### src/rtl/cwf_pkg.sv
package cwf_pkg;
  typedef enum logic [1:0] {
    ST_IDLE  = 2'd0,
    ST_WAIT1 = 2'd1,
    ST_FILL  = 2'd2
  } cwf_state_e;
endpackage

### src/rtl/cwf_wrap_seq.sv
module cwf_wrap_seq #(
  parameter int WORDS = 8,
  parameter int OFF_W = $clog2(WORDS)
) (
  input  logic             clk,
  input  logic             rst,
  input  logic             load,
  input  logic [OFF_W-1:0] load_off,
  input  logic             step,
  output logic [OFF_W-1:0] cur_off,
  output logic             is_last
);
  localparam logic [OFF_W-1:0] LAST_CNT = OFF_W'(WORDS - 1);
  localparam bit POW2 = ((WORDS & (WORDS - 1)) == 0);

  logic [OFF_W-1:0] base_q;
  logic [OFF_W-1:0] cnt_q;

  assign is_last = (cnt_q == LAST_CNT);

  always_ff @(posedge clk) begin
    if (rst) begin
      base_q <= '0;
      cnt_q  <= '0;
    end else if (load) begin
      base_q <= load_off;
      cnt_q  <= '0;
    end else if (step) begin
      cnt_q <= is_last ? '0 : cnt_q + 1'b1;
    end
  end

  generate
    if (POW2) begin : g_pow2
      assign cur_off = base_q + cnt_q;
    end else begin : g_mod
      logic [OFF_W:0] sum;
      assign sum     = {1'b0, base_q} + {1'b0, cnt_q};
      assign cur_off = (sum >= (OFF_W+1)'(WORDS)) ? OFF_W'(sum - (OFF_W+1)'(WORDS))
                                                  : sum[OFF_W-1:0];
    end
  endgenerate


  cnt_range_chk: assert property (@(posedge clk) disable iff (rst)
    step && !load |=> (cnt_q == ($past(is_last) ? '0 : $past(cnt_q) + 1'b1)));
endmodule

### src/rtl/cwf_valid_track.sv
module cwf_valid_track #(
  parameter int WORDS = 8,
  parameter int OFF_W = $clog2(WORDS)
) (
  input  logic             clk,
  input  logic             rst,
  input  logic             clr,
  input  logic             set,
  input  logic [OFF_W-1:0] set_idx,
  output logic [WORDS-1:0] mask
);
  always_ff @(posedge clk) begin
    if (rst || clr) begin
      mask <= '0;
    end else if (set) begin
      mask[set_idx] <= 1'b1;
    end
  end


  mask_grow_chk: assert property (@(posedge clk) disable iff (rst)
    !clr |=> ($countones(mask) >= $countones($past(mask))));
endmodule

### src/rtl/cwf_line_buf.sv
module cwf_line_buf #(
  parameter int WORDS  = 8,
  parameter int DATA_W = 32,
  parameter int OFF_W  = $clog2(WORDS)
) (
  input  logic              clk,
  input  logic              we,
  input  logic [OFF_W-1:0]  waddr,
  input  logic [DATA_W-1:0] wdata,
  input  logic [OFF_W-1:0]  raddr,
  output logic [DATA_W-1:0] rdata
);
  logic [DATA_W-1:0] mem [WORDS];

  always_ff @(posedge clk) begin
    if (we) mem[waddr] <= wdata;
    rdata <= mem[raddr];
  end
endmodule

### src/rtl/cwf_refill_ctrl.sv
module cwf_refill_ctrl
  import cwf_pkg::*;
#(
  parameter int LINE_W = 26,
  parameter int DATA_W = 32,
  parameter int WORDS  = 8,
  localparam int OFF_W = $clog2(WORDS)
) (
  input  logic              clk,
  input  logic              rst,
  input  logic              miss_valid,
  input  logic [LINE_W-1:0] miss_line,
  input  logic [OFF_W-1:0]  miss_off,
  output logic              miss_ready,
  output logic              mem_req_valid,
  input  logic              mem_req_ready,
  output logic [LINE_W-1:0] mem_req_line,
  output logic [OFF_W-1:0]  mem_req_off,
  input  logic              mem_beat_valid,
  input  logic [DATA_W-1:0] mem_beat_data,
  output logic              cpu_rsp_valid,
  output logic [DATA_W-1:0] cpu_rsp_data,
  output logic              wr_en,
  output logic [OFF_W-1:0]  wr_off,
  output logic [DATA_W-1:0] wr_data,
  output logic [WORDS-1:0]  fill_valid,
  output logic              line_done,
  input  logic              acc_req,
  input  logic [LINE_W-1:0] acc_line,
  input  logic [OFF_W-1:0]  acc_off,
  output logic              acc_hit,
  output logic              acc_wait,
  output logic [DATA_W-1:0] acc_data
);
  cwf_state_e        state_q;
  logic [LINE_W-1:0] line_q;
  logic [OFF_W-1:0]  off_q;
  logic              req_q;
  logic              held_q;
  logic              accept;
  logic              beat_ok;
  logic [OFF_W-1:0]  cur_off;
  logic              is_last;
  logic              acc_match;

  assign miss_ready    = (state_q == ST_IDLE);
  assign accept        = miss_valid && miss_ready;
  assign beat_ok       = mem_beat_valid && (state_q != ST_IDLE) && !req_q;
  assign mem_req_valid = req_q;
  assign mem_req_line  = line_q;
  assign mem_req_off   = off_q;
  assign acc_match     = acc_req && held_q && (acc_line == line_q);

  cwf_wrap_seq #(.WORDS(WORDS), .OFF_W(OFF_W)) u_seq (
    .clk      (clk),
    .rst      (rst),
    .load     (accept),
    .load_off (miss_off),
    .step     (beat_ok),
    .cur_off  (cur_off),
    .is_last  (is_last)
  );

  cwf_valid_track #(.WORDS(WORDS), .OFF_W(OFF_W)) u_valid (
    .clk     (clk),
    .rst     (rst),
    .clr     (accept),
    .set     (beat_ok),
    .set_idx (cur_off),
    .mask    (fill_valid)
  );

  cwf_line_buf #(.WORDS(WORDS), .DATA_W(DATA_W), .OFF_W(OFF_W)) u_buf (
    .clk   (clk),
    .we    (beat_ok),
    .waddr (cur_off),
    .wdata (mem_beat_data),
    .raddr (acc_off),
    .rdata (acc_data)
  );

  always_ff @(posedge clk) begin
    if (rst) begin
      state_q       <= ST_IDLE;
      line_q        <= '0;
      off_q         <= '0;
      req_q         <= 1'b0;
      held_q        <= 1'b0;
      wr_en         <= 1'b0;
      wr_off        <= '0;
      wr_data       <= '0;
      cpu_rsp_valid <= 1'b0;
      cpu_rsp_data  <= '0;
      line_done     <= 1'b0;
      acc_hit       <= 1'b0;
      acc_wait      <= 1'b0;
    end else begin
      wr_en         <= beat_ok;
      wr_off        <= cur_off;
      wr_data       <= mem_beat_data;
      cpu_rsp_valid <= beat_ok && (state_q == ST_WAIT1);
      if (beat_ok && (state_q == ST_WAIT1)) cpu_rsp_data <= mem_beat_data;
      line_done     <= beat_ok && is_last;
      acc_hit       <= acc_match && fill_valid[acc_off];
      acc_wait      <= acc_match && !fill_valid[acc_off] && (state_q != ST_IDLE);
      if (req_q && mem_req_ready) req_q <= 1'b0;
      unique case (state_q)
        ST_IDLE: begin
          if (accept) begin
            state_q <= ST_WAIT1;
            req_q   <= 1'b1;
            held_q  <= 1'b1;
            line_q  <= miss_line;
            off_q   <= miss_off;
          end
        end
        ST_WAIT1: begin
          if (beat_ok) state_q <= is_last ? ST_IDLE : ST_FILL;
        end
        ST_FILL: begin
          if (beat_ok && is_last) state_q <= ST_IDLE;
        end
        default: state_q <= ST_IDLE;
      endcase
    end
  end


  req_hold_chk: assert property (@(posedge clk) disable iff (rst)
    mem_req_valid && !mem_req_ready |=>
      mem_req_valid && $stable(mem_req_off) && $stable(mem_req_line));


  wrap_order_chk: assert property (@(posedge clk) disable iff (rst)
    wr_en && !line_done |=> !wr_en ||
      (wr_off == (($past(wr_off) == OFF_W'(WORDS - 1)) ? '0 : $past(wr_off) + 1'b1)));


  early_rsp_chk: assert property (@(posedge clk) disable iff (rst)
    cpu_rsp_valid |-> wr_en && (wr_off == mem_req_off) && (cpu_rsp_data == wr_data));


  valid_set_chk: assert property (@(posedge clk) disable iff (rst)
    wr_en |-> fill_valid[wr_off]);


  done_full_chk: assert property (@(posedge clk) disable iff (rst)
    line_done |-> (&fill_valid) && miss_ready);


  busy_ignore_chk: assert property (@(posedge clk) disable iff (rst)
    miss_valid && !miss_ready |=> $stable(mem_req_line) && $stable(mem_req_off));
endmodule

### config.mk
export PLATFORM = sky130hd
export DESIGN_NAME = cwf_refill_ctrl
export DESIGN_NICKNAME = d
export VERILOG_FILES = /design/src/rtl/cwf_pkg.sv /design/src/rtl/cwf_wrap_seq.sv /design/src/rtl/cwf_valid_track.sv /design/src/rtl/cwf_line_buf.sv /design/src/rtl/cwf_refill_ctrl.sv
export SDC_FILE = /design/constraint.sdc
export NUM_CORES = 1
export LEC_CHECK = 0
export ABC_AREA = 1
export BUFFER_PORTS_ARGS = -buffer_cell sky130_fd_sc_hd__clkbuf_2
export CAP_MARGIN = 20
export CORE_AREA = 2 2 186 188
export CTS_CLUSTER_DIAMETER = 50
export DETAILED_ROUTE_END_ITERATION = 10
export DIE_AREA = 0 0 188 190
export SYNTH_ARGS = -nofsm -noshare
export SYNTH_HDL_FRONTEND = slang
export SYNTH_SLANG_ARGS = --single-unit
export TNS_END_PERCENT = 1
### constraint.sdc
create_clock -name clk -period 3.5 [get_ports clk]
set_input_delay 0.525 -clock clk [delete_from_list [all_inputs] [get_ports clk]]
set_output_delay 0.525 -clock clk [all_outputs]
set_load 0.01 [all_outputs]
==> impl.org <==
** Finish
- Layout fillers :: 3006
- From synthesis to final layout, the design area changed by 20.21%.
- Layout net count :: 1700
- Most used cells in the layout excluding fill and tap cells :: sky130_fd_sc_hd__edfxtp_1, sky130_fd_sc_hd__clkbuf_2, sky130_fd_sc_hd__nor2_1, sky130_fd_sc_hd__nand2_1, sky130_fd_sc_hd__dfxtp_1
- Core Util, Final :: between 50 and 60%
- The post-route netlist has 21.15% of its cells at a drive strength greater than 1.
- Antenna diode count :: 0
- Leaving out fill and tap cells, the most frequent cell in the layout is sky130_fd_sc_hd__edfxtp_1.

** Routing
- Final routed wirelength across all metal layers :: 37460 um
- Once detail routing completed, the nets flagged for antenna violations numbered 0.
- DR pass1 iterations :: 4
- In the routed design, unresolved DRC markers number 0.
- The detailed router finished its first iteration with 666 violations.
- Via count of the routed design :: a little over 10000
- Dividing the detail-routed wire length by the instance count gives 17.92 um.
- In the routed layout, each cell is associated on average with a via count of about 5.

** Placed design
- GPL Wtd Cong :: 0.8395
- The count of buffers added on input and output ports is 238.
- DP HPWL :: 23920 um

** STA
- Setup repair after global routing left no endpoint under its margin.
- Max Clock Skew :: 0.01107 ns
- Achievable clock frequency :: 375.0 MHz
- Actual transition at the worst max-transition pin :: 0.9345 ns
- Total setup violations reported at the end of the flow :: 0
- For the final routed database, the setup TNS stands at 0 ns.
- Final Max Slew Viols :: 0
- Max-slew headroom at the worst pin :: a little under two fifths
- The number of failing hold endpoints at the final stage is 0.
- Final period utilization :: 76.18%
- The smallest clock period supported by the final layout is computed as 2.666 ns.

** Setup path
- On the critical path, the stage with the largest delay is an instance of sky130_fd_sc_hd__inv_2.
- Worst r2r src :: mem_req_off[0]
- Traced cell by cell, the critical path runs through ha_1 -> fa_1 -> xnor2_1 -> nand2_1 -> nand2_1 -> nand3_1 -> inv_2 -> buf_4.
- Kind of critical path :: reg -> reg
- In this design, the stage delay of the slowest critical-path cell is 0.49 ns.
- Counting both buffers and inverters, the worst setup path holds a total of 2.
- Critical Path Sink Type :: flip-flop
- In this run the worst path has a maximum fanout of 22.
- Cell seen most often among critical-path stages :: sky130_fd_sc_hd__nand2_1
- Data required, critical path :: 3.73 ns
- On the critical path the largest part of the delay comes from buffers and inverters.
- At the worst endpoint, the arrival time is 2.90 ns.
- The critical path starts at mem_req_off[0].
- The worst setup path is launched from a flip-flop.

** CTS
- The later pin in the worst-skew pair is clocked with a latency of 0.53 ns.
- In this run, CTS created clock tree buffers numbering 45.
- The clock drives around 400 sinks.
- Gates resized during post-CTS repair numbered 0.
- In this run, post-CTS hold repair placed 0 buffers.
- H-tree depth :: 2
- CTS Root Buffer Type :: sky130_fd_sc_hd__clkbuf_16
- The clock passes through at most 3 buffers.
- TritonCTS built the clock tree.
- Clock-pin slew reported for the worst setup and hold paths after clock tree synthesis :: 0.06 ns
- Once the clock tree was built, the setup fixing pass inserted 0 buffers.

** GRT
- The first global-routing pass estimated 58230 um of wire.
- The number of antenna violations at the first check in global routing was 0.
- Maximum number of pins on one net before global-route repair :: 89
- Total global-route track usage :: 20.93%
- The via count of the first global-routing pass was 10400.
- After global routing the overflow that remains totals 0.

** Floorplan
- Number of top-level design ports :: 239
- Total core area :: 33950 sq um
- The floorplan has 68 rows.
- In this run the horizontal extent of the chip is 188 um.
- The floorplan step defined a die boundary enclosing around 36000 sq um.
- Initial standard-cell utilization of the core :: approximately 44%
- Die height :: 190 um

** Logic synthesis
- In this run the biggest area consumer among cell types represents 51.53% of the synthesized area.
- When the netlist entered floorplanning its net count stood at 1468.
- Number of cells produced by synthesis :: 1368
- The synthesized design contains 256 enable-type register cells.
- Number of warning messages in the yosys log :: 0
- Cell area after synthesis :: 14920 sq um
- Area share of fa/ha/maj cells after synthesis :: less than 1%
- Largest family of logic cells by synthesized area :: compound AO/OA/AOI/OAI gates
- Area contributors post-synth :: sky130_fd_sc_hd__edfxtp_1, sky130_fd_sc_hd__dfxtp_1, sky130_fd_sc_hd__nor2_1
- Each instance of the synthesized netlist takes up on average about 11 sq um.
- Yosys cell types :: 28
- Sequential cells were found to cover 71.40% of the synthesized design area.
- Cell type with the highest aggregate area in the netlist :: sky130_fd_sc_hd__edfxtp_1
- Post-synthesis xor/xnor area fraction :: 0.4697%
- Top FF cell, synth :: sky130_fd_sc_hd__edfxtp_1
- The synthesized netlist devotes 11.32% of its cell area to compound gates.
- Simple logic cell fraction of the synthesized area :: 11.22%
- Share of synthesized area spent on multiplexers :: 0%
- Async SR Flop Fraction :: 0%
- After synthesis the netlist holds a flip-flop and latch count of around 400.

** Power
- In this run the static leakage power is 7.303 nW.
- IR analysis of the VDD net gives a maximum drop of 371.0 uV.
- After layout, the design draws a total of roughly 11 mW.
- Dividing total power by cell area gives a power density of 588.9 nW/um^2.

** Job
- The tool flagged a number of max-cap violations equal to 0.

** Worst hold path
- The startpoint identified for the worst hold timing path is miss_line[1].
- The tightest min-delay check is of the in -> reg type.

** Status
- Run status :: completed
## kinds of logic (layout without fill, tap and decap cells)
| group | after synthesis | count (layout) |
|---|---|---|
| flip-flops | 404 | 404 |
| AO/OA/AOI/OAI | 327 | 327 |
| adder cells (fa/ha/maj) | 4 | 4 |
| XOR/XNOR | 8 | 8 |
| AND/OR/NAND/NOR | 436 | 436 |
| buffers and inverters | 189 | 457 |
## report_power, final
| part | total, mW | switching, mW | internal (mW) |
|---|---|---|---|
| clock network | 4.48 | 1.89 | 2.59 |
| registers | 5.28 | 0.0673 | 5.22 |
| logic | 0.800 | 0.539 | 0.261 |
## cells in the mapped netlist (3+ instances only)
cell type                    n
sky130_fd_sc_hd__inv_1     110
sky130_fd_sc_hd__inv_2       5
sky130_fd_sc_hd__edfxtp_1  256
sky130_fd_sc_hd__dfxtp_1   148
sky130_fd_sc_hd__buf_2      26
sky130_fd_sc_hd__a31oi_1    32
sky130_fd_sc_hd__o21ai_0   127
sky130_fd_sc_hd__clkbuf_1   39
sky130_fd_sc_hd__nor2_2      3
sky130_fd_sc_hd__a21oi_1    97
sky130_fd_sc_hd__o21ai_1    66
sky130_fd_sc_hd__xnor2_1     7
sky130_fd_sc_hd__buf_4       7
sky130_fd_sc_hd__o211ai_1    3
sky130_fd_sc_hd__ha_1        3
sky130_fd_sc_hd__nand3_1    10
sky130_fd_sc_hd__nor2_1    235
sky130_fd_sc_hd__nand2_1   183
## state kept, by name (all words and copies together) (netlist names)
| name | count |
|---|---|
| acc_hit | 1 |
| acc_wait | 1 |
| cpu_rsp_data | 32 |
| cpu_rsp_valid | 1 |
| held_q | 1 |
| line_done | 1 |
| mem_req_line | 26 |
| mem_req_off | 2 |
| mem_req_valid | 1 |
| state_q | 2 |
| u_buf.mem | 256 |
| u_buf.rdata | 32 |
| u_seq.base_q | 1 |
| u_seq.cnt_q | 3 |
| u_valid.mask | 8 |
| wr_data | 32 |
| wr_en | 1 |
| wr_off | 3 |
## worst min-delay path: stages
cell                       delay (ns)
sky130_fd_sc_hd__clkbuf_2        0.08
sky130_fd_sc_hd__o21ai_0         0.07
sky130_fd_sc_hd__nor2_1          0.08
## metrics by stage
stage               std cells  cell area, sq um  hold slack, ns  setup slack [ns]
global placement         2008             16520          0.4586            0.8693
detailed placement       2008             16520          0.4635            0.8151
CTS                      2091             17930          0.2347            0.8104
global route             2091             17930          0.2640            0.6113
finish                   2091             17930          0.2545            0.8335
floorplan                1368             14920          0.4402            0.9586
## final timing paths
kind,to,slack [ns],cells after the start
min,mem_req_line[1],0.25,3
min reg2reg,u_valid.mask[4],0.47,2
max reg2reg,u_buf.mem[0][25],0.83,8
max,u_buf.mem[0][25],0.83,8
## cell type report
type                            instances  area [sq um]  area share, %
Clock buffer                           63          1244          6.936
Clock inverter                         20         171.4         0.9560
Inverter                              116         436.7          2.435
Multi-Input combinational cell        775          3491          19.47
Sequential cell                       404         10650          59.40
Tap cell                              455         569.3          3.175
Timing Repair Buffer                  258          1369          7.634
## layer usage
| metal | global-route usage, % | share of wire [%] | up-vias |
|---|---|---|---|
| met2 | 35.41 | 48 | 327 |
| li1 | - | - | 5083 |
| met4 | 6.087 | 2.3 | 0 |
| met5 | 0 | 0 | - |
| met1 | 27.09 | 43 | 4901 |
| met3 | 4.667 | 6.9 | 63 |
Power figures use the tool's default switching activity.
